==> src/rtl/prm_pkg.sv <==
package prm_pkg;
  localparam logic [5:0] OP_NEXT = 6'b011011;
  localparam logic [5:0] OP_MOVE = 6'b001110;

  typedef struct packed {
    logic loadVec;
    logic advance;
    logic move;
  } prmStrobe_t;
endpackage

==> src/rtl/prm_ctrl.sv <==
module prm_ctrl
  import prm_pkg::*;
(
  input  logic       cmpValid,
  input  logic       instValid,
  input  logic [5:0] instOp,
  input  logic       instHalfSel,
  input  logic       prioIn,
  input  logic       anyHit,
  output prmStrobe_t strobe
);
  logic instOk;
  logic localHit;

  always_comb begin
    instOk   = instValid && !instHalfSel;
    localHit = prioIn && anyHit;
    strobe.loadVec = cmpValid;
    // a compare cycle overrides a NEXT in the same cycle
    strobe.advance = instOk && (instOp == OP_NEXT) && localHit && !cmpValid;
    strobe.move    = instOk && (instOp == OP_MOVE) && localHit;
  end
endmodule

==> src/rtl/prm_dpath.sv <==
module prm_dpath
  import prm_pkg::*;
#(
  parameter int ENTRIES = 16,
  parameter int WIDTH   = 64,
  parameter int MASKS   = 8,
  localparam int ADDR_W = $clog2(ENTRIES),
  localparam int SEL_W  = $clog2(MASKS)
) (
  input  logic                        clk,
  input  logic                        rstN,
  input  prmStrobe_t                  strobe,
  input  logic [ENTRIES-1:0]          matchVec,
  input  logic [SEL_W-1:0]            instMaskSel,
  input  logic [MASKS-1:0][WIDTH-1:0] maskRegs,
  input  logic [WIDTH-1:0]            rdData,
  output logic [ADDR_W-1:0]           hitAddr,
  output logic                        anyHit,
  output logic                        multiHit,
  output logic                        cmpWe,
  output logic [WIDTH-1:0]            cmpBitEn,
  output logic [WIDTH-1:0]            cmpData
);
  logic [ENTRIES-1:0] remVec;
  logic [ENTRIES-1:0] belowSet;
  logic [ENTRIES-1:0] winner;
  logic [WIDTH-1:0]   bitEnNext;

  // one-hot winner: set bit with no set bit below it
  assign belowSet[0] = 1'b0;
  for (genvar i = 1; i < ENTRIES; i++) begin : g_chain
    assign belowSet[i] = belowSet[i-1] | remVec[i-1];
  end
  for (genvar i = 0; i < ENTRIES; i++) begin : g_win
    assign winner[i] = remVec[i] & ~belowSet[i];
  end

  always_comb begin
    hitAddr = '0;
    for (int i = 0; i < ENTRIES; i++) begin
      if (winner[i]) hitAddr |= ADDR_W'(i);
    end
  end

  assign anyHit   = |remVec;
  assign multiHit = |(remVec & ~winner);

  always_comb begin
    if (instMaskSel == '0) bitEnNext = '1;
    else                   bitEnNext = ~maskRegs[instMaskSel];
  end

  always_ff @(posedge clk) begin
    if (!rstN) begin
      remVec <= '0;
    end else if (strobe.loadVec) begin
      remVec <= matchVec;
    end else if (strobe.advance) begin
      remVec <= remVec & ~winner;
    end
  end

  always_ff @(posedge clk) begin
    if (!rstN) begin
      cmpWe    <= 1'b0;
      cmpBitEn <= '0;
      cmpData  <= '0;
    end else begin
      cmpWe <= strobe.move;
      if (strobe.move) begin
        cmpBitEn <= bitEnNext;
        cmpData  <= rdData;
      end
    end
  end
endmodule

==> src/rtl/prio_match_resolver.sv <==
module prio_match_resolver
  import prm_pkg::*;
#(
  parameter int ENTRIES = 16,
  parameter int WIDTH   = 64,
  parameter int MASKS   = 8,
  localparam int ADDR_W = $clog2(ENTRIES),
  localparam int SEL_W  = $clog2(MASKS)
) (
  input  logic                        clk,
  input  logic                        rstN,
  input  logic                        cmpValid,
  input  logic [ENTRIES-1:0]          matchVec,
  input  logic                        instValid,
  input  logic [5:0]                  instOp,
  input  logic [SEL_W-1:0]            instMaskSel,
  input  logic                        instHalfSel,
  input  logic                        prioIn,
  input  logic [MASKS-1:0][WIDTH-1:0] maskRegs,
  input  logic [WIDTH-1:0]            rdData,
  output logic [ADDR_W-1:0]           rdAddr,
  output logic [ADDR_W-1:0]           matchAddr,
  output logic                        matchFlagN,
  output logic                        multiMatch,
  output logic                        prioOut,
  output logic                        cmpWe,
  output logic [WIDTH-1:0]            cmpBitEn,
  output logic [WIDTH-1:0]            cmpData
);
  prmStrobe_t strobe;
  logic anyHit;
  logic multiHit;
  logic [ADDR_W-1:0] hitAddr;

  prm_ctrl u_ctrl (
    .cmpValid   (cmpValid),
    .instValid  (instValid),
    .instOp     (instOp),
    .instHalfSel(instHalfSel),
    .prioIn     (prioIn),
    .anyHit     (anyHit),
    .strobe     (strobe)
  );

  prm_dpath #(.ENTRIES(ENTRIES), .WIDTH(WIDTH), .MASKS(MASKS)) u_dpath (
    .clk        (clk),
    .rstN       (rstN),
    .strobe     (strobe),
    .matchVec   (matchVec),
    .instMaskSel(instMaskSel),
    .maskRegs   (maskRegs),
    .rdData     (rdData),
    .hitAddr    (hitAddr),
    .anyHit     (anyHit),
    .multiHit   (multiHit),
    .cmpWe      (cmpWe),
    .cmpBitEn   (cmpBitEn),
    .cmpData    (cmpData)
  );

  assign matchAddr  = hitAddr;
  assign rdAddr     = hitAddr;
  assign matchFlagN = !(prioIn && anyHit);
  assign multiMatch = prioIn && multiHit;
  assign prioOut    = prioIn && !anyHit;
endmodule

==> config.mk <==
export PLATFORM = sky130hd
export DESIGN_NAME = prio_match_resolver
export DESIGN_NICKNAME = d
export VERILOG_FILES = /design/src/rtl/prm_pkg.sv /design/src/rtl/prm_ctrl.sv /design/src/rtl/prm_dpath.sv /design/src/rtl/prio_match_resolver.sv
export SDC_FILE = /design/constraint.sdc
export NUM_CORES = 1
export LEC_CHECK = 0
export ABC_AREA = 1
export BUFFER_PORTS_ARGS = -buffer_cell sky130_fd_sc_hd__buf_2
export CAP_MARGIN = 10
export CORE_AREA = 2 2 292 294
export CTS_BUF_LIST = sky130_fd_sc_hd__clkbuf_2
export DETAILED_ROUTE_END_ITERATION = 16
export DIE_AREA = 0 0 294 296
export MAX_ROUTING_LAYER = met4
export SLEW_MARGIN = 5
export SYNTH_ARGS = -nofsm -noshare
export SYNTH_HDL_FRONTEND = slang
export SYNTH_SLANG_ARGS = --single-unit
==> constraint.sdc <==
create_clock -name clk -period 1.65 [get_ports clk]
set_input_delay 0.33 -clock clk [delete_from_list [all_inputs] [get_ports clk]]
set_output_delay 0.33 -clock clk [all_outputs]
set_load 0.01 [all_outputs]
==> results.ini <==
[outcome]
status = complete, but fails checks
violations = negative setup slack

[clock_network]
path_clk_slew_ps = 300
max-clock-path-buffers = 2
h-tree-depth = 4
cts-root-buf = clkbuf_2
cts-buffers-inserted = 17
insertion_delay_ps = 1000
clock-sinks = 145
cts_tree = built

[floorplan]
die-area_um2 = 87000
die_h_um = 296
num_rows = 107
ios = 747
core_um2 = 84200
initial_core_util_pct = 11.5
die_x_um = 294

[yosys]
ys_ff_latch = 145
syn_area_um2 = 9680
synth_top_area_share_pct = 30.0
yosysWarnings = 0
synth_cells = 1547
ys_seq_area_share_pct = 30.0
synthTopCellsByArea = dfxtp_1, nand2_1, a21oi_1, o211ai_1, nand4_1
synth_area_per_cell_um2 = 6.26
syn-num-nets = 2154
synth_cell_types = 30
yosys.area.top_type = dfxtp_1

[worst_setup_path]
cp_slowest_cell = dfxtp_2
max_stage_delay_ps = 410
end_kind = primary output
critPathMostFrequentCell = nand2_1
critPathLaunchType = flip-flop
cp_cell_sequence = nor2_4, nand2_4, nor2_4, nand4_1, nand2_1, nand2_1, nor2_1, nand3_1, nand2_1, inv_1, buf_2
worstSetupPathType = reg -> out
cp_max_fo = 6
cp.arrival_ps = 2630
cp.required_ps = 1320

[placed_design]
gp_congestion = 0.945
io_buffer_count = 682
place_area_um2 = 15200
place_ws_ps = -438
place_hpwl_mm = 55.6

[pwr]
p_clk_share_pct = 23.3
ir_worst_vdd_mv = 0.381
p_sw_share_pct = 38.5
pwr-share-comb_pct = 42.5
power_w = 0.0103
power.switching_w = 0.00398
p_int_w = 0.00636
p_leak_nw = 9.23
powerDensity_nw_per_um2 = 473
p_seq_share_pct = 34.2

[finish]
multi_input_area_um2 = 6110
final_util_pct = 26.0
num-nets-final = 3326
design_area_um2 = 21900
layout-drive-gt1-share_pct = 41.4
fillerInstances = 8989
synthToLayoutAreaGrowth_pct = 126
ff_latch_area_um2 = 3100

[sta]
fmax_mhz = 338
setup_viol_count_final = 285
tightest_slew_ps = 748
setup_ws_ps = -1310
period_needed_ps = 2960
hold_violations = 0
rsz0062_at_grt = true
final.setup_skew_ps = 55.5
fin_setup_tns_ps = -100540
final_max_slew_viol_count = 0
period_share_pct = 179
slew_headroom_pct = 49.6

[run]
max_cap_viol_count = 0

[drt]
routedWlPerCell_um = 21.0
routed_via_density = 4.46
routed_wirelength_mm = 80.8
drc = 0
drt_iter0_markers = 1011
first_pass_iters = 5
vias = 17200
final_antenna_net_count = 0

[global_routing]
grtUsageTotal_pct = 17.7
antenna_found_initial = 38
grt-ovfl-total = 0
grt_pass1_wl_mm = 109
grt_max_degree = 71
grt_pass1_vias = 17200

[hold_path]
min_path_type = in -> reg

-- worst paths after layout --
kind	depth (start not counted)	slack, ps	end	from
max	11	-1310	multiMatch	u_dpath.remVec[1]
min	4	250	u_dpath.cmpData[43]	rdData[43]
max reg2reg	22	-1240	u_dpath.remVec[15]	u_dpath.remVec[1]
min reg2reg	2	480	u_dpath.cmpData[44]	u_dpath.cmpData[44]
-- what timing repair did --
item / CTS / global route
setup buffers: 23 / 14
hold endpoints to repair: 145 / 3
gates cloned: 9 / 9
resized for setup: 353 / 60
endpoints found under the setup margin: 277 / 285
pin swaps: 12 / 21
hold buffers: 413 / 1
-- worst max-delay path: cells and delay by family (launching register included) --
kind / cells / cell delay [ps]
simple gates: 9 / 1070
flops: 1 / 410
buf+inv: 2 / 170
-- synthesized netlist by cell type (all sizes together) --
cell / n
nor2: 148
o21ai: 144
inv: 31
o31ai: 1
a21oi: 203
buf: 80
dfxtp: 145
clkbuf: 78
nand3b: 2
clkinv: 1
nor3: 2
a31oi: 1
nor4: 2
nand3: 54
nand2: 416
o211ai: 113
and2: 1
nor3b: 1
nand4: 124
-- metrics by stage --
step,instances,hold WS [ps]
2_1_floorplan,1547,479
3_3_place_gp,3323,444
3_5_place_dp,3323,449
4_1_cts,3800,3.30
5_1_grt,3844,103
6_report,3848,254
-- layer usage --
| metal | part of all wire [%] | track usage [%] | up-vias |
|---|---|---|---|
| li1 | - | - | 7779 |
| met4 | 6.9 | 11.9 | 0 |
| met1 | 38 | 18.7 | 7953 |
| met2 | 47 | 29.2 | 1165 |
| met5 | 0 | - | - |
| met3 | 8.3 | 4.80 | 276 |
-- state kept, by name, indices dropped and copies added (netlist names) --
register / count
u_dpath.cmpWe: 1
u_dpath.cmpData: 64
u_dpath.remVec: 16
u_dpath.cmpBitEn: 64
-- cell type report --
class	instances	share of cell area, %
timing repair buffer	1311	49.7
multi-input combinational	1212	27.9
sequential	145	14.2
tap	1090	6.24
clock inverter	14	0.635
inverter	32	0.595
clock buffer	18	0.412
antenna	26	0.297
-- cell usage in the layout, fill, tap and decap left out, types with 6 or more instances in the layout --
| cell | n |
|---|---|
| buf_2 | 544 |
| dlygate4sd3_1 | 412 |
| nand2_1 | 411 |
| a21oi_1 | 179 |
| buf_4 | 152 |
| buf_6 | 149 |
| o21ai_0 | 143 |
| nor2_1 | 137 |
| dfxtp_2 | 131 |
| nand4_1 | 123 |
| o211ai_1 | 113 |
| nand3_1 | 48 |
| buf_12 | 30 |
| diode_2 | 26 |
| inv_1 | 24 |
| a21oi_2 | 24 |
| clkbuf_2 | 18 |
| dfxtp_4 | 10 |
| buf_16 | 9 |
| clkbuf_16 | 8 |
| nor2_4 | 6 |
-- power by group through the flow --
stage                     sequential, W  clock (W)  combinational [W]
after floorplan                 0.00362          0            0.00117
after global placement          0.00361          0            0.00284
after detailed placement        0.00362          0            0.00281
after CTS                       0.00354    0.00265            0.00410
after global routing            0.00354    0.00273            0.00464
final                           0.00354    0.00241            0.00439
-- cell families (layout without fill, tap and decap cells) --
| group | count (synthesis) | in the layout | share of synthesized area [%] |
|---|---|---|---|
| AOI/OAI and AO/OA | 462 | 462 | 26.9 |
| DFF | 145 | 145 | 30.0 |
| buffers and inverters | 190 | 1375 | 9.42 |
| other | 0 | 26 | 0 |
| and+or+nand+nor | 750 | 750 | 33.7 |
(Power assumes the default switching activity.)
